--- src/rtl/evt_filt_pkg.sv ---
// Shared types for the event glitch filter.
package evt_filt_pkg;
    typedef enum logic {
        PH_IDLE = 1'b0,
        PH_PROC = 1'b1
    } proc_phase_t;
endpackage

--- src/rtl/evt_sync.sv ---
// Multi-stage synchronizer for the asynchronous event pin.
// Assumes STAGES >= 2. Every stage resets to 0, the level of an idle pin.
module evt_sync #(
    parameter int STAGES = 2
) (
    input  logic clk,
    input  logic rst_n,
    input  logic d_async,
    output logic q_sync
);
    logic [STAGES-1:0] chain;

    // shift the pin level through the synchronizer chain
    always_ff @(posedge clk) begin
        if (!rst_n) chain <= '0;
        else        chain <= {chain[STAGES-2:0], d_async};
    end

    assign q_sync = chain[STAGES-1];
endmodule

--- src/rtl/evt_edge_rec.sv ---
// Edge recognizer: flags a level that differs from the accepted reference
// and has held for one extra sample. Also reports a return to the reference.
// Assumes lvl_sync is already synchronous to clk.
module evt_edge_rec (
    input  logic clk,
    input  logic rst_n,
    input  logic lvl_sync,
    input  logic lvl_ref,
    output logic recog,
    output logic back_to_ref
);
    logic lvl_prev;

    // remember the previous synchronized sample
    always_ff @(posedge clk) begin
        if (!rst_n) lvl_prev <= 1'b0;
        else        lvl_prev <= lvl_sync;
    end

    // a new level is recognized once two samples in a row agree on it
    always_comb begin
        recog       = (lvl_sync != lvl_ref) && (lvl_sync == lvl_prev);
        back_to_ref = (lvl_sync == lvl_ref);
    end
endmodule

--- src/rtl/evt_proc_fsm.sv ---
// Processing-window controller. A recognized change starts a window of
// PROC_LEN cycles. If the level holds to the end, a one-cycle strobe is
// emitted and the reference level flips. A return to the reference during
// the window cancels the event. Nothing is queued.
// Assumes PROC_LEN >= 2.
module evt_proc_fsm
    import evt_filt_pkg::*;
#(
    parameter int PROC_LEN = 8
) (
    input  logic clk,
    input  logic rst_n,
    input  logic recog,
    input  logic back_to_ref,
    output logic busy,
    output logic stb,
    output logic lvl_ref
);
    localparam int CNT_W = $clog2(PROC_LEN);
    localparam logic [CNT_W-1:0] CNT_LAST = CNT_W'(PROC_LEN - 1);

    proc_phase_t      phase;
    logic [CNT_W-1:0] cnt;

    // window sequencing, strobe generation and reference update
    always_ff @(posedge clk) begin
        if (!rst_n) begin
            phase   <= PH_IDLE;
            cnt     <= '0;
            stb     <= 1'b0;
            lvl_ref <= 1'b0;
        end else begin
            stb <= 1'b0;
            unique case (phase)
                PH_IDLE: begin
                    cnt <= '0;
                    if (recog) phase <= PH_PROC;
                end
                PH_PROC: begin
                    if (back_to_ref) begin
                        phase <= PH_IDLE;
                        cnt   <= '0;
                    end else if (cnt == CNT_LAST) begin
                        phase   <= PH_IDLE;
                        cnt     <= '0;
                        stb     <= 1'b1;
                        lvl_ref <= ~lvl_ref;
                    end else begin
                        cnt <= cnt + 1'b1;
                    end
                end
                default: phase <= PH_IDLE;
            endcase
        end
    end

    assign busy = (phase == PH_PROC);
endmodule

--- src/rtl/evt_glitch_filter.sv ---
// Top level of the event glitch filter: synchronizer, edge recognizer and
// processing-window controller in a chain. Assumes clk is the slow internal
// sampling clock and that evt_in may change at any time.
module evt_glitch_filter #(
    parameter int SYNC_STAGES = 2,
    parameter int PROC_LEN    = 8
) (
    input  logic clk,
    input  logic rst_n,
    input  logic evt_in,
    output logic evt_stb,
    output logic evt_busy,
    output logic evt_level
);
    logic lvl_sync;
    logic recog;
    logic back_to_ref;
    logic lvl_ref;

    evt_sync #(.STAGES(SYNC_STAGES)) u_sync (
        .clk     (clk),
        .rst_n   (rst_n),
        .d_async (evt_in),
        .q_sync  (lvl_sync)
    );

    evt_edge_rec u_rec (
        .clk         (clk),
        .rst_n       (rst_n),
        .lvl_sync    (lvl_sync),
        .lvl_ref     (lvl_ref),
        .recog       (recog),
        .back_to_ref (back_to_ref)
    );

    evt_proc_fsm #(.PROC_LEN(PROC_LEN)) u_fsm (
        .clk         (clk),
        .rst_n       (rst_n),
        .recog       (recog),
        .back_to_ref (back_to_ref),
        .busy        (evt_busy),
        .stb         (evt_stb),
        .lvl_ref     (lvl_ref)
    );

    assign evt_level = lvl_ref;
endmodule

--- config.mk ---
export PLATFORM = sky130hd
export DESIGN_NAME = evt_glitch_filter
export DESIGN_NICKNAME = d
export VERILOG_FILES = /design/src/rtl/evt_filt_pkg.sv /design/src/rtl/evt_sync.sv /design/src/rtl/evt_edge_rec.sv /design/src/rtl/evt_proc_fsm.sv /design/src/rtl/evt_glitch_filter.sv
export SDC_FILE = /design/constraint.sdc
export NUM_CORES = 1
export LEC_CHECK = 0
export ABC_AREA = 1
export BUFFER_PORTS_ARGS = -buffer_cell sky130_fd_sc_hd__buf_2
export CORE_AREA = 2 2 39 41
export CTS_BUF_LIST = sky130_fd_sc_hd__clkbuf_16
export DETAILED_ROUTE_END_ITERATION = 10
export DIE_AREA = 0 0 41 43
export GPL_TIMING_DRIVEN = 0
export PLACE_DENSITY_LB_ADDON = 0.1
export SYNTH_ARGS = -nofsm -noshare
export SYNTH_HDL_FRONTEND = slang
export SYNTH_SLANG_ARGS = --single-unit
--- constraint.sdc ---
create_clock -name clk -period 1.1 [get_ports clk]
set_clock_uncertainty 0.1 [all_clocks]
set_input_delay 0.11 -clock clk [delete_from_list [all_inputs] [get_ports clk]]
set_output_delay 0.11 -clock clk [all_outputs]
set_load 0.02 [all_outputs]
# After elaboration in Yosys (flattened, before gate mapping)
# Cells that the tools add are included.
# op_classes
n_reduce_logical,3
n_bitwise,4
eq_ne,4
add_sub_neg,1
muxes,8
# ops
op,n
$mux W3,2
$pmux W3 S2,1
$mux W1,4
$not A1 Y1,4
$add A3 B1 Y3 const B,1
$eq A3 B3 Y1 const B,1
$reduce_and A3 Y1,1
$reduce_or A3 Y1,1
$eq A1 B1 Y1,2
$pmux W1 S2,1
$logic_and A1 B1 Y1,1
$ne A1 B1 Y1,1
# totals
ff_bits,9
word_cells,26
out_inout_bits,3
inputBits,3

# Depth between registers and ports, before layout
# depth
word_depth,4
depth_mapped,6
ltp_nobuf,6

# Cells and area by module
# Synthesis repeated with hierarchy kept, for this count alone.
# unflattened
hier_cells,47
hier_area_um2,352.8
# by_module_without_submodules
mod,cells_per_inst,area_per_inst_um2,seq_area_each_um2,instances
evt_proc_fsm,28,225.2,120.1,1
evt_edge_rec,13,72.6,20.0,1
evt_sync,6,55.1,40.0,1

# Worst setup path before layout
# OpenSTA, ideal clock, no wires.
# synth_path
path_type,register to register
start,reg u_fsm.cnt[0]
end,reg u_fsm.lvl_ref
stages_incl_launch_ff,7
period_less_slack_ns,1.114
n_path_buf,0
arrival_ns,0.896
setup_time_ns,0.118
required_time_ns,0.882
path_slack_ns,-0.014
path_cell_list,dfxtp_1 ha_1 ha_1 inv_1 o21ai_0 nand2_1 nor2_1
# synth_via
elab_chain_len,2
# synth_lines
item,line_no,text
from (decl),evt_proc_fsm.sv:23,logic [CNT_W-1:0] cnt;
from (signal assigned),evt_proc_fsm.sv:49,cnt <= cnt + 1'b1;
$eq A3 B3 Y1,evt_proc_fsm.sv:43,end else if (cnt == CNT_LAST) begin
$reduce_and A3 Y1 (no source line),n/a,
to (signal assigned),evt_proc_fsm.sv:47,lvl_ref <= ~lvl_ref;
to (decl),evt_proc_fsm.sv:17,output logic lvl_ref
# Every way passes these cells.
# A chain may end at the register's enable or synchronous reset.

# Worst setup path in the final report
# Same ends and word-level chain as after synthesis.

==> impl_metrics.csv <==
group,metric,value,unit
power,power.leakage,0.232,nW
worst_setup_path,endpoint_kind,"register",
cells_and_area,fin_util,0.376,
placed_design,place.gp.congestion,0.694,
worst_setup_path,cp_max_fo,4,
die,dieWidth,41,um
worst_setup_path,path_buf_inv,1,
worst_setup_path,critical_path_class,"reg -> reg",
cells_and_area,finalInstanceArea,520,sq um
outcome,status,"finished, final reports clean",
worst_setup_path,path_cells,"ha_4 > ha_4 > inv_4 > o21ai_1 > nand2_1 > nor2_1",
timing,min_period,1.07,ns
synthesis,yosysWarnings,0,
global_routing,antenna_found_initial,0,
synthesis,seq_area_frac_synth,0.539,
placed_design,postPlaceCellArea,379,sq um
synthesis,synth.distinct_cells,9,
placed_design,dp_hpwl,397,um
timing,hold_ws,0.0307,ns
job,cap_violations,0,
global_routing,grt.overflow.total,0,
cells_and_area,area_delta_synth_final,55.8,%
clock_tree,cts.sinks,9,
die,start_util,0.241,
clock_tree,clk_latency,0.23,ns
timing,layout_setup_ws,0.0275,ns
cells_and_area,most-common-layout-cells,"nand2_1, inv_1, dfxtp_1, nor2_1, buf_2",
die,die_area,1760,sq um
global_routing,grt_usage,0.0967,
timing,finalHoldViolations,0,
timing,rsz0062_at_grt,"yes",
clock_tree,root_buffer,"clkbuf_16",
timing,max_slew_margin,0.873,
power,p_per_area,1900,nW/um^2
worst_setup_path,crit_slowest_cell,"dfxtp_2",
cells_and_area,diodes,0,
die,rows,14,
clock_tree,cts_htree_levels,1,
min_path,hold_class,"in -> reg",
routing,routed-via-count,270,
routing,avgRoutedWirePerCell,8.55,um
timing,post-route-period-util,0.975,
global_routing,grt_pass1_wl,1030,um
routing,antenna_left,0,
clock_tree,clock_path_buffers,2,
timing,finalMaxSlewViolations,0,
die,io-pin-count,6,
timing,worst_pin_slew,0.191,ns
global_routing,grt_max_degree,7,
cells_and_area,nets,59,
die,die_y,43,um
timing,fmax,932,MHz
timing,setup_tns,0,ns
cells_and_area,stdcell_count,69,
worst_setup_path,cp_top_family,"flip-flops",
routing,vias_per_cell,3.91,
die,core-area,1380,sq um
routing,remaining_drc_errors,0,
routing,initialDrtViolationCount,0,
worst_setup_path,slowest_delay,0.33,ns
placed_design,placed_cells,63,
power,ir_drop,0.742,mV
worst_setup_path,crit_top_cell,"ha_4",
clock_tree,cts_tree,"built",
global_routing,grt_pass1_vias,256,
clock_tree,path_clk_slew,0.04,ns
placed_design,numPortBuffers,5,
cells_and_area,final_common_cell,"nand2_1",
worst_setup_path,start_kind,"register",
clock_tree,cts_buffers,3,
cells_and_area,fill_cells,142,
synthesis,syn-num-nets,47,
placed_design,post-place-ws,-0.0413,ns
worst_setup_path,arrival,1.10,ns
worst_setup_path,cp_data_required_time,1.13,ns
worst_setup_path,cp-startpoint,"u_fsm.cnt[0]",
power,fin_total_pwr,991,uW
cells_and_area,drive_above_1_share,0.340,
synthesis,syn_avg_cell_area,7.95,sq um
min_path,min-delay-start,"rst_n",
routing,wirelength,590,um
synthesis,synthCells,42,
worst_setup_path,rr_startpoint,"u_fsm.cnt[0]",
timing,setup_viol,0,
synthesis,synth-seq-cells,9,
synthesis,synth_area,334,sq um
routing,firstDrtPassIters,1,
-- tightest hold or removal path: stages --
cell and delay [ns]:
buf_2 0.13, nand2_1 0.06, inv_1 0.04
-- report_power, final --
group	total [mW]	switching [mW]	internal [mW]
sequential	0.338	0.00394	0.334
combinational	0.0210	0.0112	0.00976
clock	0.633	0.158	0.475
-- path summary, 6_finish.rpt --
path | end | slack, ns | cells past startpoint
max | u_fsm.lvl_ref | 0.03 | 6
min | u_sync.chain[0] | 0.03 | 3
max reg2reg | u_fsm.lvl_ref | 0.03 | 6
min reg2reg | u_sync.chain[1] | 0.32 | 2
-- sequential cells by signal, indices dropped and copies added (netlist names) --
name	cells
u_sync.chain	2
u_fsm.cnt	3
u_rec.lvl_prev	1
u_fsm.stb	1
u_fsm.busy	1
u_fsm.lvl_ref	1
-- Yosys cell counts --
cell type,instances,area share
nand2_1,11,0.12
inv_1,8,0.090
nor3_1,1,0.015
nand3_2,1,0.030
nor2_1,7,0.079
o21ai_0,2,0.030
ha_1,2,0.075
dfxtp_1,9,0.54
nor2_2,1,0.019
-- layout make-up --
| class | instances | area [sq um] | area share |
|---|---|---|---|
| well taps | 16 | 20.0 | 0.0385 |
| inverters | 8 | 32.5 | 0.0625 |
| clock inverters | 1 | 3.75 | 0.00721 |
| repair buffers | 7 | 42.5 | 0.0817 |
| flip-flops and latches | 9 | 183 | 0.351 |
| multi-input cells | 25 | 164 | 0.315 |
| clock buffers | 3 | 75.1 | 0.144 |
-- timing repair --
| action | 4_1_cts | 5_1_grt |
|---|---|---|
| endpoints found under the hold margin | 1 | 0 |
| cloned | 0 | 0 |
| pin swaps | 0 | 0 |
| gates resized for setup | 8 | 3 |
| endpoints found under the setup margin | 5 | 4 |
| setup buffers | 0 | 1 |
| hold buffers | 1 | 0 |
-- metal layers --
layer	track usage	share of wire	up-vias
met5	0	0	-
met2	0.113	0.43	7
met4	0.100	0.046	0
met1	0.107	0.46	114
li1	-	-	146
met3	0.0628	0.063	3
-- cell families after synthesis --
family | count (synthesis) | synth area share
buffers and inverters | 8 | 0.0899
and+or+nand+nor | 21 | 0.266
DFF | 9 | 0.539
AOI/OAI and AO/OA | 2 | 0.0300
adders and majority gates | 2 | 0.0749
No activity file was read; power rests on OpenSTA's default activity.
